[config.mk]
export PLATFORM = sky130hd
export DESIGN_NAME = pwrseq_ctrl
export DESIGN_NICKNAME = d
export VERILOG_FILES = /design/src/rtl/pwrseq_pkg.sv /design/src/rtl/pwrseq_sync.sv /design/src/rtl/pwrseq_fsm.sv /design/src/rtl/pwrseq_outmap.sv /design/src/rtl/pwrseq_ctrl.sv
export SDC_FILE = /design/constraint.sdc
export NUM_CORES = 1
export LEC_CHECK = 0
export BUFFER_PORTS_ARGS = -buffer_cell sky130_fd_sc_hd__buf_2
export CAP_MARGIN = 25
export CORE_MARGIN = 2
export CORE_UTILIZATION = 41
export CTS_BUF_LIST = sky130_fd_sc_hd__clkbuf_4 sky130_fd_sc_hd__clkbuf_8
export DETAILED_ROUTE_END_ITERATION = 16
export PLACE_DENSITY = 0.66
export SLEW_MARGIN = 20
export SYNTH_ARGS = -nofsm -noshare
export SYNTH_HDL_FRONTEND = slang
export SYNTH_SLANG_ARGS = --single-unit
[constraint.sdc]
create_clock -name clk -period 2.02 [get_ports clk]
set_input_delay 0.303 -clock clk [delete_from_list [all_inputs] [get_ports clk]]
set_output_delay 0.303 -clock clk [all_outputs]
set_load 0.03 [all_outputs]
[src/rtl/pwrseq_pkg.sv]
package pwrseq_pkg;
   typedef enum logic [1:0] {
      MODE_OFF  = 2'b00,
      MODE_RUN  = 2'b01,
      MODE_SUSP = 2'b10
   } mode_t;

   localparam int unsigned FLAG_COUNT = 8;
   localparam int unsigned F_REF   = 0;
   localparam int unsigned F_STBY  = 1;
   localparam int unsigned F_AUX12 = 2;
   localparam int unsigned F_AUX5  = 3;
   localparam int unsigned F_SLEEP = 4;
   localparam int unsigned F_THERM = 5;
   localparam int unsigned F_OCP   = 6;
   localparam int unsigned F_INREG = 7;
endpackage

[src/rtl/pwrseq_sync.sv]
module pwrseq_sync #(
   parameter int unsigned WIDTH  = 8,
   parameter int unsigned STAGES = 2
) (
   input  logic             clk,
   input  logic             rst_n,
   input  logic [WIDTH-1:0] async_i,
   output logic [WIDTH-1:0] sync_o
);
   localparam int unsigned LAST = STAGES - 1;

   if (STAGES < 2) begin : g_bad_stages
      $error("pwrseq_sync: STAGES must be at least 2");
   end
   if (WIDTH < 1) begin : g_bad_width
      $error("pwrseq_sync: WIDTH must be at least 1");
   end

   logic [WIDTH-1:0] stg_q [STAGES];

   always_ff @(posedge clk or negedge rst_n) begin
      if (!rst_n) stg_q[0] <= '0;
      else        stg_q[0] <= async_i;
   end

   for (genvar s = 1; s < STAGES; s++) begin : g_stage
      always_ff @(posedge clk or negedge rst_n) begin
         if (!rst_n) stg_q[s] <= '0;
         else        stg_q[s] <= stg_q[s-1];
      end
   end

   assign sync_o = stg_q[LAST];
endmodule

[src/rtl/pwrseq_fsm.sv]
module pwrseq_fsm
   import pwrseq_pkg::*;
(
   input  logic  clk,
   input  logic  rst_n,
   input  logic  hard_stop,
   input  logic  sleep,
   input  logic  aux_ok,
   input  logic  inreg,
   output mode_t mode,
   output logic  ds_armed
);
   mode_t mode_q, mode_d;
   logic  armed_q, armed_d;

   always_comb begin
      mode_d = mode_q;
      if (hard_stop) begin
         mode_d = MODE_OFF;
      end else begin
         unique case (mode_q)
            MODE_OFF:  if (!sleep && aux_ok) mode_d = MODE_RUN;
            MODE_RUN:  if (sleep)            mode_d = MODE_SUSP;
                       else if (!aux_ok)     mode_d = MODE_OFF;
            MODE_SUSP: if (!sleep && aux_ok) mode_d = MODE_RUN;
            default:                         mode_d = MODE_OFF;
         endcase
      end
   end

   always_comb begin
      armed_d = armed_q;
      if (mode_q != MODE_RUN || mode_d != MODE_RUN) armed_d = 1'b0;
      else if (inreg)                               armed_d = 1'b1;
   end

   always_ff @(posedge clk or negedge rst_n) begin
      if (!rst_n) begin
         mode_q  <= MODE_OFF;
         armed_q <= 1'b0;
      end else begin
         mode_q  <= mode_d;
         armed_q <= armed_d;
      end
   end

   assign mode     = mode_q;
   assign ds_armed = armed_q;
endmodule

[src/rtl/pwrseq_outmap.sv]
module pwrseq_outmap
   import pwrseq_pkg::*;
#(
   parameter int unsigned DS_COUNT = 2
) (
   input  mode_t               mode,
   input  logic                ds_armed,
   input  logic                ocp,
   output logic                main_en,
   output logic                main_stby,
   output logic [DS_COUNT-1:0] ds_en,
   output logic [DS_COUNT-1:0] ds_hold
);
   if (DS_COUNT < 1) begin : g_bad_count
      $error("pwrseq_outmap: DS_COUNT must be at least 1");
   end

   logic ds_go;

   assign main_en   = (mode == MODE_RUN || mode == MODE_SUSP) && !ocp;
   assign main_stby = (mode == MODE_SUSP);
   assign ds_go     = (mode == MODE_RUN) && ds_armed && !ocp;

   for (genvar i = 0; i < DS_COUNT; i++) begin : g_ds
      assign ds_en[i]   = ds_go;
      assign ds_hold[i] = !ds_go;
   end
endmodule

[src/rtl/pwrseq_ctrl.sv]
module pwrseq_ctrl
   import pwrseq_pkg::*;
#(
   parameter int unsigned SYNC_STAGES = 2
) (
   input  logic       clk,
   input  logic       rst_n,
   input  logic       ref_ok_i,
   input  logic       stby_ok_i,
   input  logic       aux12_ok_i,
   input  logic       aux5_ok_i,
   input  logic       sleep_req_i,
   input  logic       therm_trip_i,
   input  logic       ocp_latch_i,
   input  logic       main_inreg_i,
   output logic [1:0] mode_o,
   output logic       mon_stby_en_o,
   output logic       mon_aux_en_o,
   output logic       main_en_o,
   output logic       main_stby_o,
   output logic       term_en_o,
   output logic       core_en_o,
   output logic       term_hiz_o,
   output logic       core_low_o
);
   localparam int unsigned DS_COUNT = 2;

   logic [FLAG_COUNT-1:0] flags_raw, flags_s;
   logic ref_s, stby_s, aux_ok_s, sleep_s, ocp_s, hard_stop_s;
   logic ds_armed;
   logic [DS_COUNT-1:0] ds_en, ds_hold;
   mode_t mode;

   always_comb begin
      flags_raw          = '0;
      flags_raw[F_REF]   = ref_ok_i;
      flags_raw[F_STBY]  = stby_ok_i;
      flags_raw[F_AUX12] = aux12_ok_i;
      flags_raw[F_AUX5]  = aux5_ok_i;
      flags_raw[F_SLEEP] = sleep_req_i;
      flags_raw[F_THERM] = therm_trip_i;
      flags_raw[F_OCP]   = ocp_latch_i;
      flags_raw[F_INREG] = main_inreg_i;
   end

   pwrseq_sync #(.WIDTH(FLAG_COUNT), .STAGES(SYNC_STAGES)) u_sync (
      .clk     (clk),
      .rst_n   (rst_n),
      .async_i (flags_raw),
      .sync_o  (flags_s)
   );

   assign ref_s       = flags_s[F_REF];
   assign stby_s      = ref_s && flags_s[F_STBY];
   assign aux_ok_s    = stby_s && flags_s[F_AUX12] && flags_s[F_AUX5];
   assign sleep_s     = flags_s[F_SLEEP];
   assign ocp_s       = flags_s[F_OCP];
   assign hard_stop_s = !stby_s || flags_s[F_THERM];

   pwrseq_fsm u_fsm (
      .clk       (clk),
      .rst_n     (rst_n),
      .hard_stop (hard_stop_s),
      .sleep     (sleep_s),
      .aux_ok    (aux_ok_s),
      .inreg     (flags_s[F_INREG]),
      .mode      (mode),
      .ds_armed  (ds_armed)
   );

   pwrseq_outmap #(.DS_COUNT(DS_COUNT)) u_map (
      .mode      (mode),
      .ds_armed  (ds_armed),
      .ocp       (ocp_s),
      .main_en   (main_en_o),
      .main_stby (main_stby_o),
      .ds_en     (ds_en),
      .ds_hold   (ds_hold)
   );

   assign mode_o        = mode;
   assign mon_stby_en_o = ref_s;
   assign mon_aux_en_o  = stby_s;
   assign term_en_o     = ds_en[0];
   assign core_en_o     = ds_en[1];
   assign term_hiz_o    = ds_hold[0];
   assign core_low_o    = ds_hold[1];
endmodule

==> results.md <==
- CTS placed an instance of sky130_fd_sc_hd__clkbuf_4 at the clock tree root.
- In the final layout, the multi-input gates occupy 172.7 um2.
- The repair_antennas step left the layout with diodes totalling 0.
- The cell area after layout is 815.8 um2.
- The count of unresolved DRC violations after routing is 0.
- The number of max-cap violations is 0.
- Data on the critical path arrives at its endpoint at roughly 1.5 ns.
- Summing every instance area after synthesis gives 678.2 um2.
- The share of synthesized registers carrying an async set or reset is 100.0%.
- The post-cts gate resize count is 0.
- The kind of start point of the critical path is a flop.
- The min-delay analysis places its worst path in the category in2reg.
- The power density of the placed cells is 744.7 nW/um2.
- The insertion delay of the later-clocked pin in the worst-skew pair is 0.28 ns.
- The overall track demand over capacity in global routing is 10.44%.
- Counting flops with a built-in enable in the synthesized netlist gives 0.
- Summed over all layers, the global routing overflow is 0.
- After floorplanning, the core was sized to cover around 1500 um2.
- The post-synthesis cell count is 47.
- The number of nets in the synthesized netlist is a little over 60.
- sky130_fd_sc_hd__dfrtp_1 takes more of the synthesized area than any other cell.
- The die covers 1995 um2.
- After detailed placement, the total cell area comes to slightly below 800 um2.
- The layout cell share with drive strength beyond 1 is 39.13%.
- The clock tree from TritonCTS is done.
- The final net count is 84.
- The weighted congestion at the end of routability-driven global placement is between 0.8 and 0.9.
- Setup violations remaining at the end of the flow were counted as 0.
- STA puts the critical path data required time at around 1.7 ns.
- For this run, the number of Yosys warnings is 0.
- The count of buffers added by post-CTS timing repair for setup is 0.
- For this block, the initial DRC count from the detailed router was 2.
- The placement row count is 14.
- The clock arrives with ~0.0020 ns of skew.
- The floorplan step set the die height to 44.67 um.
- The count of endpoints failing hold in the final timing report is 0.
- The synthesized area divided by synthesized cell count is 14.43 um2.
- Total power for the finished layout comes to 0.6075 mW.
- The number of vias in the routed layout is 412.
- The first-pass detailed-route iteration total is 2.
- The fmax is 562.2 MHz.
- In the synthesized netlist, the cells that appear most often are 19 x sky130_fd_sc_hd__dfrtp_1, 4 x sky130_fd_sc_hd__ha_1, 4 x sky130_fd_sc_hd__inv_1.
- The kind of capture point of the worst setup path is an output pin.
- The worst pin sits at a relative slew slack of between 70% and 80%.
- In the routed layout, each cell is associated on average with a via count of between 4 and 5.
- After filler insertion, the fill cell instance count of the layout stands at roughly 130.
- The largest voltage drop on the vdd net is 0.0005207 V.
- The via count of the first global-routing pass is 350.
- Summed over its instances, the top area cell type makes up 70.11% of the synthesized netlist area.
- For the final routed database, the setup TNS stands at 0 ns.
- Of the synthesized area, sequential elements account for 70.11%.
- The die outline width is around 45 um.
- After legalization and detailed placement, the total HPWL measured 657.2 um.
- The relative area change from synthesis to final layout is 20.30%.
- The detailed-route wire length per cell is approximately 10 um.
- The first-pass GRT wire length is 1386 um.
- The maximum clock insertion buffer count is 2.
- By startpoint and endpoint, the worst setup path is classified as reg2out.
- The clock slew seen by the registers of the worst setup and hold paths is about 0.10 ns.
- The top fanout value on the critical path is 6.
- The number of top-level design ports is 20.
- By area the synthesized netlist is led by sky130_fd_sc_hd__dfrtp_1 70%, sky130_fd_sc_hd__ha_1 7.4%, sky130_fd_sc_hd__a21oi_1 2.2%, sky130_fd_sc_hd__a2111oi_2 2.2%, sky130_fd_sc_hd__buf_4 2.2%.
- The final count of pins violating max slew was 0.
- The clock period could shrink to roughly 1.8 ns.
- The analysis attributes to cell leakage a power of 0.4038 nW.
- The post-detailed-routing wire length is ~850 um.
- The maximum number of pins on one net before global-route repair is 20.
- The post-synthesis sequential element count is 19.
- Among all flip-flop cells after synthesis, the most frequent one is sky130_fd_sc_hd__dfrtp_1.
- In this run the tool buffered the top-level ports with 19 buffer cells.
- The final antenna-violating net count is 0.
- The count of hold buffers inserted by post-cts repair is 1.
- The leading cell type by number of instances after synthesis is sky130_fd_sc_hd__dfrtp_1.
- The flow ran to the end, and the final reports show no timing, DRC or antenna violations.
- Setup repair after global routing left no endpoint under its margin.
- The register cell area after layout is 475.5 um2.
- The count of cell types in the netlist is 17.
- The clock drives 19 sinks.
- The effective utilization at floorplan is between 40% and 50%.
- The number of buffers created by CTS is 3.
- The count of H-tree levels built during CTS is 1.
- For the pin with the worst max-slew slack, the measured transition is roughly 0.39 ns.
- Dividing the final minimum period by the clock period gives between 80% and 90%.
- The initial antenna violation count was 0.
[area by class of cell]
class                           instances  share of cell area (%)
Clock buffer                            3                   2.761
Clock inverter                          1                  0.6135
Inverter                                4                   1.840
Tap cell                               16                   2.454
Multi-Input combinational cell         22                   21.17
Timing Repair Buffer                   20                   12.88
Sequential cell                        19                   58.28
[state kept, by name (all words and copies together) (netlist names)]
signal,cells
u_fsm.ds_armed,1
u_fsm.mode,2
u_sync.stg_q,8
u_sync.sync_o,8
[logic make-up after synthesis]
family,Yosys count,share of synthesized area [%]
DFF,19,70.11
AOI/OAI and AO/OA,9,10.33
and+or+nand+nor,9,7.750
buffers and inverters,6,4.427
adders and majority gates,4,7.380
[placed cells by master (no fill, tap or decap), types with 2 or more instances in the layout]
cell type and n:
sky130_fd_sc_hd__nor2_1 2, sky130_fd_sc_hd__nand2_1 3, sky130_fd_sc_hd__clkbuf_4 3, sky130_fd_sc_hd__ha_1 4
sky130_fd_sc_hd__buf_2 19, sky130_fd_sc_hd__a21oi_1 3, sky130_fd_sc_hd__inv_1 3, sky130_fd_sc_hd__dfrtp_1 19
[report_power, final]
| part | switching (mW) | internal, mW |
|---|---|---|
| Clock | 0.104 | 0.0735 |
| Sequential | 0.00628 | 0.396 |
| Combinational | 0.0163 | 0.0111 |
[through the flow]
step	std cells	utilization [%]	hold slack [ns]	worst slack, ns
4_1_cts	85	53.53	0.1006	0.2246
6_report	85	53.53	0.1146	0.2413
2_1_floorplan	47	-	0.007409	0.07850
5_1_grt	85	53.53	0.08832	0.1153
3_3_place_gp	80	51.07	0.2496	0.4574
3_5_place_dp	80	51.07	0.2533	0.4222
[worst max-delay path: stages, from the launching register on]
cell                       delay, ns
sky130_fd_sc_hd__dfrtp_1        0.44
sky130_fd_sc_hd__inv_1          0.12
sky130_fd_sc_hd__ha_1           0.23
sky130_fd_sc_hd__nand3b_1       0.15
sky130_fd_sc_hd__inv_2          0.07
sky130_fd_sc_hd__buf_2          0.18
[worst paths after layout]
kind,from,end,slack (ns),depth (start not counted)
max,u_fsm.mode[1],term_en_o,0.24,5
min,therm_trip_i,u_sync.stg_q[13],0.11,1
max reg2reg,u_fsm.mode[1],u_fsm.ds_armed,0.40,5
min reg2reg,u_sync.stg_q[14],u_sync.sync_o[6],0.36,0
max in group asynchronous,rst_n,u_sync.sync_o[6],1.28,2
min in group asynchronous,rst_n,u_sync.stg_q[10],0.46,2
[layer usage]
metal  vias to the layer above  global-route usage, %  wire [um]  share of wire [%]
li1                        203                      -          -                  -
met3                         2                  3.673         47                5.5
met5                         -                      0          0                  0
met2                        13                  16.23        397                 47
met1                       194                  11.11        398                 47
met4                         0                  9.091         10                1.2
Note: power is estimated with default switching activity, not from simulation.
